===== src/rtl/busmon_pkg.sv =====
package busmon_pkg;

    typedef enum logic [1:0] {
        QS_OFF   = 2'd0,
        QS_QUAL  = 2'd1,
        QS_READY = 2'd2,
        QS_FAIL  = 2'd3
    } qual_state_t;

    typedef struct packed {
        logic start;   // data falls, clock high
        logic stop;    // data rises, clock high
        logic hold;    // data low while clock high
    } bus_evt_t;

    localparam int NUM_LINES = 2;
    localparam int LINE_SDA  = 0;
    localparam int LINE_SCL  = 1;

endpackage


===== src/rtl/bm_line_filter.sv =====
module bm_line_filter #(
    parameter int SYNC_STAGES = 2,
    parameter int FILT_LEN    = 3
) (
    input  logic clk,
    input  logic rst_n,
    input  logic raw,
    output logic filt
);
    localparam int CW = $clog2(FILT_LEN + 1);
    localparam logic [CW-1:0] CNT_LAST = CW'(FILT_LEN - 1);

    logic [SYNC_STAGES-1:0] sync_q;
    logic [CW-1:0]          stab_cnt;
    logic                   synced;

    assign synced = sync_q[SYNC_STAGES-1];

    // idle bus level is high, so the chain resets to ones
    always_ff @(posedge clk or negedge rst_n) begin
        if (!rst_n) begin
            sync_q <= '1;
        end else begin
            sync_q <= {sync_q[SYNC_STAGES-2:0], raw};
        end
    end

    always_ff @(posedge clk or negedge rst_n) begin
        if (!rst_n) begin
            filt     <= 1'b1;
            stab_cnt <= '0;
        end else if (synced == filt) begin
            stab_cnt <= '0;
        end else if (stab_cnt == CNT_LAST) begin
            filt     <= synced;
            stab_cnt <= '0;
        end else begin
            stab_cnt <= stab_cnt + CW'(1);
        end
    end

endmodule


===== src/rtl/bm_cond_detect.sv =====
module bm_cond_detect
    import busmon_pkg::*;
(
    input  logic     clk,
    input  logic     rst_n,
    input  logic     sda,
    input  logic     scl,
    output bus_evt_t evt
);
    logic sda_p;
    logic scl_p;

    always_ff @(posedge clk or negedge rst_n) begin
        if (!rst_n) begin
            sda_p <= 1'b1;
            scl_p <= 1'b1;
        end else begin
            sda_p <= sda;
            scl_p <= scl;
        end
    end

    always_comb begin
        evt.start = sda_p && !sda && scl_p && scl;
        evt.stop  = !sda_p && sda && scl_p && scl;
        evt.hold  = !sda && scl;
    end

endmodule


===== src/rtl/bm_flag_track.sv =====
module bm_flag_track
    import busmon_pkg::*;
(
    input  logic     clk,
    input  logic     rst_n,
    input  logic     enable,
    input  logic     load,
    input  logic     sda,
    input  logic     scl,
    input  bus_evt_t evt,
    input  logic     bf_clr,
    output logic     busy,
    output logic     bus_free
);
    always_ff @(posedge clk or negedge rst_n) begin
        if (!rst_n) begin
            busy     <= 1'b0;
            bus_free <= 1'b0;
        end else if (!enable) begin
            busy     <= 1'b0;
            bus_free <= 1'b0;
        end else if (load) begin
            busy     <= !sda && scl;
            bus_free <= 1'b0;
        end else begin
            if (evt.stop) begin
                busy <= 1'b0;
            end else if (evt.start || evt.hold) begin
                busy <= 1'b1;
            end
            if (evt.stop) begin
                bus_free <= 1'b1;
            end else if (bf_clr) begin
                bus_free <= 1'b0;
            end
        end
    end

endmodule


===== src/rtl/bm_qual_fsm.sv =====
module bm_qual_fsm
    import busmon_pkg::*;
#(
    parameter int IDLE_CYC    = 2_500_000,
    parameter int TMO_CYC     = 25_000_000,
    parameter bit BYPASS_QUAL = 1'b0
) (
    input  logic        clk,
    input  logic        rst_n,
    input  logic        enable,
    input  logic        load,
    input  logic        lines_high,
    input  logic        evt_any,
    output logic        qual_done,
    output logic        qual_fail,
    output qual_state_t state
);
    localparam int IW = $clog2(IDLE_CYC + 1);
    localparam int TW = $clog2(TMO_CYC + 1);
    localparam logic [IW-1:0] IDLE_LAST = IW'(IDLE_CYC - 1);
    localparam logic [TW-1:0] TMO_LAST  = TW'(TMO_CYC - 1);
    localparam qual_state_t   ENTRY_ST  = BYPASS_QUAL ? QS_READY : QS_QUAL;

    qual_state_t    nxt;
    logic [IW-1:0]  idle_cnt;
    logic [TW-1:0]  tmo_cnt;
    logic           idle_hit;
    logic           tmo_hit;

    assign idle_hit = lines_high && (idle_cnt == IDLE_LAST);
    assign tmo_hit  = (tmo_cnt == TMO_LAST);

    // window and limit counters, live only while qualifying
    always_ff @(posedge clk or negedge rst_n) begin
        if (!rst_n) begin
            idle_cnt <= '0;
            tmo_cnt  <= '0;
        end else if (state != QS_QUAL || load) begin
            idle_cnt <= '0;
            tmo_cnt  <= '0;
        end else begin
            idle_cnt <= lines_high ? idle_cnt + IW'(1) : '0;
            tmo_cnt  <= tmo_cnt + TW'(1);
        end
    end

    // state register
    always_ff @(posedge clk or negedge rst_n) begin
        if (!rst_n) begin
            state <= QS_OFF;
        end else begin
            state <= nxt;
        end
    end

    // next state
    always_comb begin
        nxt = state;
        unique case (state)
            QS_OFF: begin
                if (enable) nxt = ENTRY_ST;
            end
            QS_QUAL: begin
                if (evt_any || idle_hit) begin
                    nxt = QS_READY;
                end else if (tmo_hit) begin
                    nxt = QS_FAIL;
                end
            end
            QS_READY: nxt = QS_READY;
            QS_FAIL:  nxt = QS_FAIL;
            default:  nxt = QS_OFF;
        endcase
        if (!enable) begin
            nxt = QS_OFF;
        end else if (load) begin
            nxt = ENTRY_ST;
        end
    end

    // state outputs
    always_comb begin
        qual_done = 1'b0;
        qual_fail = 1'b0;
        unique case (state)
            QS_READY: qual_done = 1'b1;
            QS_FAIL:  qual_fail = 1'b1;
            default: ;
        endcase
    end

endmodule


===== src/rtl/i2c_busy_monitor.sv =====
module i2c_busy_monitor
    import busmon_pkg::*;
#(
    parameter int SYNC_STAGES = 2,
    parameter int FILT_LEN    = 3,
    parameter int IDLE_CYC    = 2_500_000,
    parameter int TMO_CYC     = 25_000_000,
    parameter bit BYPASS_QUAL = 1'b0
) (
    input  logic clk,
    input  logic rst_n,
    input  logic soft_rst,
    input  logic enable,
    input  logic sda_raw,
    input  logic scl_raw,
    input  logic xfer_req,
    input  logic bf_clr,
    output logic busy,
    output logic bus_free,
    output logic qual_done,
    output logic xfer_grant,
    output logic qual_timeout
);
    logic [NUM_LINES-1:0] line_raw;
    logic [NUM_LINES-1:0] line_f;
    logic                 sda_f;
    logic                 scl_f;
    logic                 en_q;
    logic                 load;
    bus_evt_t             evt;
    logic                 evt_start;
    logic                 evt_stop;
    logic                 evt_hold;
    qual_state_t          q_state;

    assign line_raw[LINE_SDA] = sda_raw;
    assign line_raw[LINE_SCL] = scl_raw;

    for (genvar g = 0; g < NUM_LINES; g++) begin : g_line
        bm_line_filter #(
            .SYNC_STAGES (SYNC_STAGES),
            .FILT_LEN    (FILT_LEN)
        ) u_filt (
            .clk  (clk),
            .rst_n(rst_n),
            .raw  (line_raw[g]),
            .filt (line_f[g])
        );
    end

    assign sda_f = line_f[LINE_SDA];
    assign scl_f = line_f[LINE_SCL];

    always_ff @(posedge clk or negedge rst_n) begin
        if (!rst_n) en_q <= 1'b0;
        else        en_q <= enable;
    end

    assign load = enable && (!en_q || soft_rst);

    bm_cond_detect u_det (
        .clk  (clk),
        .rst_n(rst_n),
        .sda  (sda_f),
        .scl  (scl_f),
        .evt  (evt)
    );

    assign evt_start = evt.start;
    assign evt_stop  = evt.stop;
    assign evt_hold  = evt.hold;

    bm_flag_track u_flags (
        .clk     (clk),
        .rst_n   (rst_n),
        .enable  (enable),
        .load    (load),
        .sda     (sda_f),
        .scl     (scl_f),
        .evt     (evt),
        .bf_clr  (bf_clr),
        .busy    (busy),
        .bus_free(bus_free)
    );

    bm_qual_fsm #(
        .IDLE_CYC   (IDLE_CYC),
        .TMO_CYC    (TMO_CYC),
        .BYPASS_QUAL(BYPASS_QUAL)
    ) u_fsm (
        .clk       (clk),
        .rst_n     (rst_n),
        .enable    (enable),
        .load      (load),
        .lines_high(sda_f && scl_f),
        .evt_any   (evt_start || evt_stop || evt_hold),
        .qual_done (qual_done),
        .qual_fail (qual_timeout),
        .state     (q_state)
    );

    assign xfer_grant = xfer_req && qual_done && !busy;

endmodule


===== config.mk =====
export PLATFORM = sky130hd
export DESIGN_NAME = i2c_busy_monitor
export DESIGN_NICKNAME = d
export VERILOG_FILES = /design/src/rtl/busmon_pkg.sv /design/src/rtl/bm_line_filter.sv /design/src/rtl/bm_cond_detect.sv /design/src/rtl/bm_flag_track.sv /design/src/rtl/bm_qual_fsm.sv /design/src/rtl/i2c_busy_monitor.sv
export SDC_FILE = /design/constraint.sdc
export NUM_CORES = 1
export LEC_CHECK = 0
export ABC_AREA = 1
export BUFFER_PORTS_ARGS = -buffer_cell sky130_fd_sc_hd__buf_2
export CAP_MARGIN = 20
export CORE_ASPECT_RATIO = 1.4
export CORE_MARGIN = 1
export CORE_UTILIZATION = 69
export CTS_BUF_LIST = sky130_fd_sc_hd__clkbuf_4 sky130_fd_sc_hd__clkbuf_8
export CTS_CLUSTER_DIAMETER = 80
export DETAILED_ROUTE_END_ITERATION = 10
export PLACE_DENSITY_LB_ADDON = 0.15
export SKIP_CTS_REPAIR_TIMING = 1
export SYNTH_ARGS = -nofsm -noshare
export SYNTH_HDL_FRONTEND = slang
export SYNTH_SLANG_ARGS = --single-unit

===== constraint.sdc =====
create_clock -name clk -period 3.1 [get_ports clk]
set_clock_uncertainty 0.2 [all_clocks]
set_input_delay 0.465 -clock clk [delete_from_list [all_inputs] [get_ports clk]]
set_output_delay 0.465 -clock clk [all_outputs]
set_load 0.03 [all_outputs]

==> results.yml, run 1 <==
status:
  outcome: "finished, violations left"
  violations: "negative hold slack"
sta:
  rsz0062_at_grt: "no"
  fmax_ghz: 0.511
  tns_ns: 0
  period_needed_ns: 1.96
  finalSetupViolCount: 0
  fin_ws_ns: 1.14
  whs_ns: -0.0461
  fin_crit_sh_pct: 63.1
  slew_headroom_pct: 54.3
  slew_viol_final: 0
  finalHoldViolCount: 29
  tightest_slew_ns: 0.685
drt:
  drt_iter0_markers: 271
  antenna_left: 0
  vias: 3056
  wl_per_cell_um: 14.2
  via_per_inst: 5.55
  drc: 0
  drt-total-wl_um: 7810
  first_pass_iters: 4
placed_design:
  pre_cts_ws_ns: 1.04
  gp_congestion: 0.897
  dp_hpwl_um: 5630
  portBuffers: 12
critical_path:
  path_class: "flip-flop to output port"
  crit_fanout: 3
  cp-start-kind: "flip-flop"
  cp.required_ns: 2.43
  reg2reg_slack_ns: 1.17
  worstPathArrival_ns: 1.29
  cp-end-kind: "output port"
global_routing:
  overflow: 0
  grt_max_degree: 36
  grt_pass1_wl_um: 13100
  grt_pass1_vias: 3144
  grtUsageTotal_pct: 34.9
  antenna_found_initial: 0
floorplanning:
  die_h_um: 84.9
  die-area_um2: 5200
  rows: 29
  coreArea_um2: 4610
  start_util_pct: 73.5
  die_w_um: 61.2
  num_io_pins: 13
power_and_ir_drop:
  p_leak_nw: 1.63
  total_power_w: 0.00187
  vdd_drop_max_v: 0.000575
  pwr_density_cell_nw_per_um2: 502
clocking:
  htreeDepth: 3
  numCtsBuffers: 9
  numClockSinks: 64
  clock_latency_ns: 0.34
  ctsRootBufferMaster: "clkbuf_8"
  clkTransAtPathRegs_ns: 0.07
  clock_path_buffers: 2
  cts_tree: "yes"
synthesis:
  netlist_area_um2: 3390
  yosysWarnings: 0
  synth_top_area_cell: "dfrtp_1"
  synthAdderAreaFrac_pct: 0.739
  synth_top_family_by_area: "simple AND/OR/NAND/NOR gates"
  syn_inst: 462
  yosys-mux-area-fraction_pct: 0.295
  syn-num-nets: 472
  ys_seq_elements: 64
  yosys.area_share.simple_pct: 36.4
  avgSynthCellArea_um2: 7.33
  yosysSeqAreaShare_pct: 47.6
  synth_cell_types: 33
  synthTopCellsByArea: "dfrtp_1, nand2_1, nor2_1, dfstp_2, inv_1"
  synth_top_area_share_pct: 41.4
  synth_compound_area_share_pct: 6.17
  synth_xor_xnor_area_share_pct: 2.07
run:
  drv_cap: 0
layout:
  nets: 494
  fin_util_pct: 81.1
  diodes: 0
  layout-drive-gt1-share_pct: 10.4
  syn_to_final_growth_pct: 10.3
worst_hold_path:
  min_path_type: "primary input to asynchronous set/reset pin"
==> worst max-delay path, stage by stage (launching register included) <==
cell and delay [ns]:
dfrtp_1 0.40, inv_1 0.08, nand2_1 0.05, inv_1 0.09, nand2_1 0.06, nor2_1 0.08
buf_2 0.20
==> cells in the mapped netlist (all sizes together) <==
master and count:
a21oi 13, a31oi 2, o22ai 1, nand3b 2
ha 2, o21bai 2, xnor2 4, inv 56
and2 1, o21a 3, o211a 1, nor3b 1
nand2 134, nand3 19, buf 3, nand4 7
a21boi 1, mux2i 1, o21ai 14, and3 2
xor2 4, nor3 14, dfrtp 56, nor2 111
dfstp 8
==> sequential cells by signal (all words and copies together), names as in the netlist, 2 cells and up <==
signal,cells
u_fsm.state,2
u_fsm.tmo_cnt,25
g_line.u_filt.sync_q,4
g_line.u_filt.stab_cnt,4
u_fsm.idle_cnt,22
g_line.u_filt.filt,2
==> routing by layer <==
layer	share of wire, %	global-route usage, %	wire length, um
met1	37	35.9	2920
met2	54	61.3	4240
met3	4.0	9.45	314
met4	4.2	18.6	331
met5	0	0	0
==> metrics by stage <==
stage          hold WS, ns  instance area, um2  instances
5_1_grt           0.000755                3740        551
2_1_floorplan      -0.0306                3390        462
6_report           -0.0461                3740        551
3_5_place_dp         0.148                3540        535
4_1_cts            -0.0222                3740        551
3_3_place_gp         0.146                3540        535
==> power breakdown <==
group / internal, W / total [W] / switching [W]
logic: 0.0000681 / 0.000208 / 0.000140
registers: 0.000918 / 0.000965 / 0.0000471
clock network: 0.000379 / 0.000702 / 0.000323
==> cell usage in the layout (no fill, tap or decap), drive strengths merged, types with 3 or more instances in the layout <==
| cell type | n |
|---|---|
| dfrtp | 56 |
| inv | 56 |
| nand4 | 7 |
| buf | 14 |
| a21oi | 13 |
| o21a | 3 |
| xnor2 | 4 |
| nor3 | 14 |
| xor2 | 4 |
| o21ai | 14 |
| nand3 | 19 |
| nor2 | 111 |
| dfstp | 8 |
| nand2 | 134 |
| clkbuf | 13 |
==> final timing paths <==
kind	cells after the start	end	start
worst min register to register	0	g_line[0].u_filt.sync_q[1]$_DFF_PN1_	g_line[0].u_filt.sync_q[0]$_DFF_PN1_
worst max-delay path	6	xfer_grant	u_fsm.state[0]$_DFFE_PN0P_
worst min-delay path	1	u_fsm.idle_cnt[4]$_DFF_PN0_	rst_n
max in group asynchronous	2	g_line[1].u_filt.filt$_DFFE_PN1P_	rst_n
min in group clk	1	g_line[0].u_filt.sync_q[0]$_DFF_PN1_	sda_raw
worst max register to register	7	u_fsm.idle_cnt[8]$_DFF_PN0_	en_q$_DFF_PN0_
==> cells by family after synthesis <==
family	Yosys count
AND/OR/NAND/NOR	291
flip-flops	64
buffers and inverters	59
AO/OA/AOI/OAI	37
XOR/XNOR	8
adder cells (fa/ha/maj)	2
multiplexers	1
==> area by class of cell <==
type	instances	area [um2]
Inverter	56	210
Fill cell	314	870
Tap cell	62	77.6
Timing Repair Buffer	14	87.6
Multi-Input combinational cell	339	1550
Sequential cell	64	1610
Clock inverter	3	23.8
Clock buffer	13	179
Power figures use the tool's default switching activity.
==> inputs of run 2 (changes only) <==
ABC_AREA = 0   (was 1)
CORE_UTILIZATION = 57   (was 69)
clock period = 1.7 ns   (was 3.1 ns; I/O delays follow)
==> results.yml, run 2 <==
status:
  outcome: "finished, violations left"
  violations: "negative hold slack, negative setup slack"
floorplanning:
  die_w_um: 64.3
  die-area_um2: 5740
  start_util_pct: 59.6
  num_io_pins: 13
  coreArea_um2: 5200
  die_h_um: 89.2
  rows: 31
synthesis:
  synth_ff_type: "dfrtp_1"
  synthTopCellsByArea: "dfrtp_1, dfstp_2, xnor2_1, nor2_1, or4_1"
  synthArstFlopShare_pct: 100
  synth_top_area_share_pct: 45.2
  avgSynthCellArea_um2: 10.1
  synthAdderAreaFrac_pct: 0.807
  yosysWarnings: 0
  synth_cell_types: 47
  synth-edff-count: 0
  netlist_area_um2: 3100
  synth_compound_area_share_pct: 9.85
  yosys.area_share.simple_pct: 25.9
  synth_top_family_by_area: "simple AND/OR/NAND/NOR gates"
  synth_top_area_cell: "dfrtp_1"
  ys_seq_elements: 64
  yosys-mux-area-fraction_pct: 1.01
  syn-num-nets: 316
  synth_most_common_cell: "dfrtp_1"
  synth_xor_xnor_area_share_pct: 7.06
  syn_inst: 306
  yosysSeqAreaShare_pct: 52.0
  synthTopCellsByCount: "dfrtp_1, nor2_1, nand2_1"
clocking:
  numClockSinks: 64
  cts_tree: "yes"
  ctsRootBufferMaster: "clkbuf_8"
  clkTransAtPathRegs_ns: 0.07
  htreeDepth: 3
  clock_path_buffers: 2
  numCtsBuffers: 9
  clock_latency_ns: 0.34
layout:
  regMostFlops: "u_fsm.tmo_cnt"
  final_cell_mix: "buf_4, dfrtp_1, nor2_1"
  final_cell_count_no_fill: 472
  layout-drive-gt1-share_pct: 42.1
  largest_register_ffs: 25
  nets: 411
  syn_to_final_growth_pct: 40.1
  reg_top3: "u_fsm.tmo_cnt (25), u_fsm.idle_cnt (22)"
  stdcell_area_um2: 4340
  final_common_cell: "buf_4"
  diodes: 0
power_and_ir_drop:
  p_comb_share_pct: 12.8
  p_leak_nw: 1.81
  p_sw_w: 0.000938
  pwr-share-seq_pct: 48.6
  internal_power_w: 0.00266
  pwr_density_cell_nw_per_um2: 829
  vdd_drop_max_v: 0.000821
  p_sw_share_pct: 26.1
  clock_power_share_pct: 38.7
  total_power_w: 0.00360
global_routing:
  grtUsageTotal_pct: 27.3
  grt_max_degree: 65
  antenna_found_initial: 0
  grt_pass1_vias: 2627
  overflow: 0
  grt_pass1_wl_um: 11700
sta:
  slew_headroom_pct: 75.3
  tightest_slew_ns: 0.366
  finalSetupViolCount: 21
  fin_crit_sh_pct: 121
  period_needed_ns: 2.06
  fin_ws_ns: -0.362
  fmax_ghz: 0.485
  finalHoldViolCount: 1
  slew_viol_final: 0
  whs_ns: -0.00860
  rsz0062_at_grt: "yes"
critical_path:
  path_class: "flip-flop to flip-flop"
  cp-start-kind: "flip-flop"
  cp.required_ns: 1.73
  cp-end-kind: "flip-flop"
  worstPathArrival_ns: 2.09
  crit_fanout: 5
drt:
  first_pass_iters: 4
  drc: 0
  vias: 2709
  antenna_left: 0
  drt_iter0_markers: 197
  drt-total-wl_um: 7960
  wl_per_cell_um: 16.9
  via_per_inst: 5.74
worst_hold_path:
  min_path_type: "primary input to flip-flop"
placed_design:
  pre_cts_ws_ns: -0.359
  post_dp_cell_area_um2: 3730
  dp_cells: 439
  portBuffers: 12
  dp_hpwl_um: 4940
  gp_congestion: 0.778
run:
  drv_cap: 0
[run 2: per-stage QoR]
step	util (%)	TNS [ns]	hold slack (ns)
after floorplan	-	-3.02	-0.241
after global placement	71.8	-2.91	0.0904
after detailed placement	71.8	-3.94	0.105
after CTS	76.0	-4.48	-0.257
after global routing	83.5	-5.48	0.0207
final	83.5	-4.21	-0.00860
[run 2: power by group through the flow]
stage               Clock (W)  Combinational [W]  Sequential (W)
detailed placement          0           0.000428         0.00176
CTS                   0.00140           0.000434         0.00174
global placement            0           0.000413         0.00175
global route          0.00147           0.000506         0.00176
finish                0.00139           0.000460         0.00175
floorplan                   0           0.000219         0.00179
[run 2: critical path: stages (launching register included)]
cell and delay [ns]:
dfrtp_1 0.42, nand2_2 0.10, or4_4 0.58, or4_4 0.53
mux2i_1 0.13
[run 2: metal layers]
metal	track usage, %	vias to the layer above	wire, um	part of all wire [%]
met5	0	-	0	0
met4	14.5	0	284	3.6
met3	5.23	27	160	2.0
met2	51.0	42	4420	56
met1	28.8	1340	3090	39
li1	-	1300	-	-
[run 2: kinds of logic after synthesis]
kind of cell / Yosys count
DFF: 64
muxes: 3
adders and majority gates: 2
buffers and inverters: 22
xor gates and xnor gates: 25
and+or+nand+nor: 142
AOI/OAI and AO/OA: 48
[run 2: layout make-up]
cell class / instances / area [um2]
Clock buffer: 12 / 165
Clock inverter: 4 / 51.3
Fill cell: 283 / 856
Inverter: 11 / 41.3
Multi-Input combinational cell: 221 / 1660
Sequential cell: 64 / 1610
Tap cell: 66 / 82.6
Timing Repair Buffer: 94 / 723
[run 2: worst paths after layout]
kind	start	end	slack (ns)	cells after the start
min	soft_rst	u_flags.bus_free$_DFFE_PN0P_	-0.009	4
min reg2reg	g_line[1].u_filt.sync_q[0]$_DFF_PN1_	g_line[1].u_filt.sync_q[1]$_DFF_PN1_	0.16	0
min in group asynchronous	rst_n	u_flags.bus_free$_DFFE_PN0P_	0.27	3
max in group asynchronous	rst_n	g_line[0].u_filt.sync_q[1]$_DFF_PN1_	0.71	3
max	u_fsm.tmo_cnt[0]$_DFF_PN0_	u_fsm.tmo_cnt[23]$_DFF_PN0_	-0.36	4
max reg2reg	u_fsm.tmo_cnt[0]$_DFF_PN0_	u_fsm.tmo_cnt[23]$_DFF_PN0_	-0.36	4
==> inputs of run 3 (changes only) <==
REMOVE_ABC_BUFFERS = 1   (was not set)
==> results.yml, run 3 (synthesized netlist as in run 2, its figures left out) <==
clocking:
  htreeDepth: 3
  numClockSinks: 64
  clock_latency_ns: 0.34
  cts_tree: "yes"
  clkTransAtPathRegs_ns: 0.07
  numCtsBuffers: 9
  clock_path_buffers: 2
  ctsRootBufferMaster: "clkbuf_8"
sta:
  rsz0062_at_grt: "yes"
  period_needed_ns: 2.01
  slew_viol_final: 0
  whs_ns: -0.000715
  tightest_slew_ns: 0.453
  finalSetupViolCount: 22
  slew_headroom_pct: 69.8
  fin_ws_ns: -0.311
  fmax_ghz: 0.497
  tns_ns: -3.98
  finalHoldViolCount: 1
  fin_crit_sh_pct: 118
power_and_ir_drop:
  vdd_drop_max_v: 0.000959
  p_leak_nw: 1.76
  pwr_density_cell_nw_per_um2: 850
floorplanning:
  num_io_pins: 13
  rows: 31
  die_w_um: 64.3
  start_util_pct: 59.6
  die-area_um2: 5740
  die_h_um: 89.2
  coreArea_um2: 5200
status:
  outcome: "finished, violations left"
  violations: "negative hold slack, negative setup slack"
placed_design:
  dp_hpwl_um: 4890
  pre_cts_ws_ns: -0.315
  gp_congestion: 0.824
  portBuffers: 12
drt:
  first_pass_iters: 4
  drt-total-wl_um: 7460
  drc: 0
  wl_per_cell_um: 16.1
  antenna_left: 0
  drt_iter0_markers: 142
  via_per_inst: 5.77
  vias: 2667
critical_path:
  cp.required_ns: 1.73
  cp-start-kind: "flip-flop"
  worstPathArrival_ns: 2.04
  cp-end-kind: "flip-flop"
  crit_fanout: 7
  path_class: "flip-flop to flip-flop"
global_routing:
  antenna_found_initial: 0
  grt_pass1_wl_um: 11400
  grt_pass1_vias: 2631
  grt_max_degree: 28
  grtUsageTotal_pct: 26.4
  overflow: 0
layout:
  largest_register_ffs: 25
  nets: 401
  syn_to_final_growth_pct: 35.6
  regMostFlops: "u_fsm.tmo_cnt"
  final_cell_mix: "buf_4, dfrtp_1, nor2_1"
  reg_top3: "u_fsm.tmo_cnt (25), u_fsm.idle_cnt (22)"
  final_common_cell: "buf_4"
  diodes: 0
  fill_cells: 314
  layout-drive-gt1-share_pct: 37.4
worst_hold_path:
  min_path_type: "primary input to flip-flop"
run:
  drv_cap: 0
[run 3: cell types whose count changed in the layout (fill, tap and decap cells not counted), moves of 2 or more]
cell     change
dfrtp_2      -2
o31ai_2      -4
nand2_1      +2
o31ai_1      +4
nand2_2      -2
buf_4       -10
dfrtp_1      +2
[run 3: worst max-delay path, stage by stage, from the launching register on]
cell and delay (ns):
dfrtp_1 0.37, nand3_2 0.10, or4_4 0.57, or4_4 0.54, mux2i_1 0.13
[run 3: area by class of cell]
cell class                 instances  area [um2]  area share (%)
tap                               66        82.6            1.97
clock inverter                     3        40.0           0.953
timing repair buffer              85         668            15.9
clock buffer                      13         173            4.11
sequential                        64        1610            38.4
multi-input combinational        220        1590            37.7
inverter                          11        41.3           0.983
[run 3: final timing paths]
check	from	to	slack, ns	cells after the start
setup reg to reg	u_fsm.tmo_cnt[2]$_DFF_PN0_	u_fsm.tmo_cnt[23]$_DFF_PN0_	-0.31	4
hold / removal	soft_rst	u_flags.bus_free$_DFFE_PN0P_	-0.0007	4
max in group asynchronous	rst_n	g_line[0].u_filt.sync_q[1]$_DFF_PN1_	0.54	3
hold reg to reg	g_line[1].u_filt.sync_q[0]$_DFF_PN1_	g_line[1].u_filt.sync_q[1]$_DFF_PN1_	0.14	0
min in group asynchronous	rst_n	u_fsm.tmo_cnt[20]$_DFF_PN0_	0.18	2
setup / recovery	u_fsm.tmo_cnt[2]$_DFF_PN0_	u_fsm.tmo_cnt[23]$_DFF_PN0_	-0.31	4
[run 3: routing by layer]
| metal | track usage [%] | wire (um) | vias up |
|---|---|---|---|
| li1 | - | - | 1278 |
| met1 | 27.7 | 2910 | 1329 |
| met2 | 49.4 | 4200 | 50 |
| met3 | 7.27 | 239 | 10 |
| met4 | 11.5 | 108 | 0 |
| met5 | 0 | 0 | - |
[run 3: through the flow]
stage | power, W | utilization (%) | instances | cell area (um2) | hold WS [ns]
4_1_cts | 0.00358 | 75.0 | 453 | 3900 | -0.356
3_5_place_dp | 0.00221 | 70.9 | 437 | 3680 | 0.0222
6_report | 0.00357 | 80.8 | 462 | 4200 | -0.000715
5_1_grt | 0.00373 | 80.8 | 462 | 4200 | 0.0382
3_3_place_gp | 0.00219 | 70.9 | 437 | 3680 | 0.0173
2_1_floorplan | 0.00199 | - | 295 | 3040 | -0.241
[run 3: report_power, final]
group	internal (W)	switching, W	leakage [nW]
combinational	0.000216	0.000261	0.791
clock	0.000809	0.000555	0.113
sequential	0.00167	0.0000629	0.856
total	0.00269	0.000879	1.76
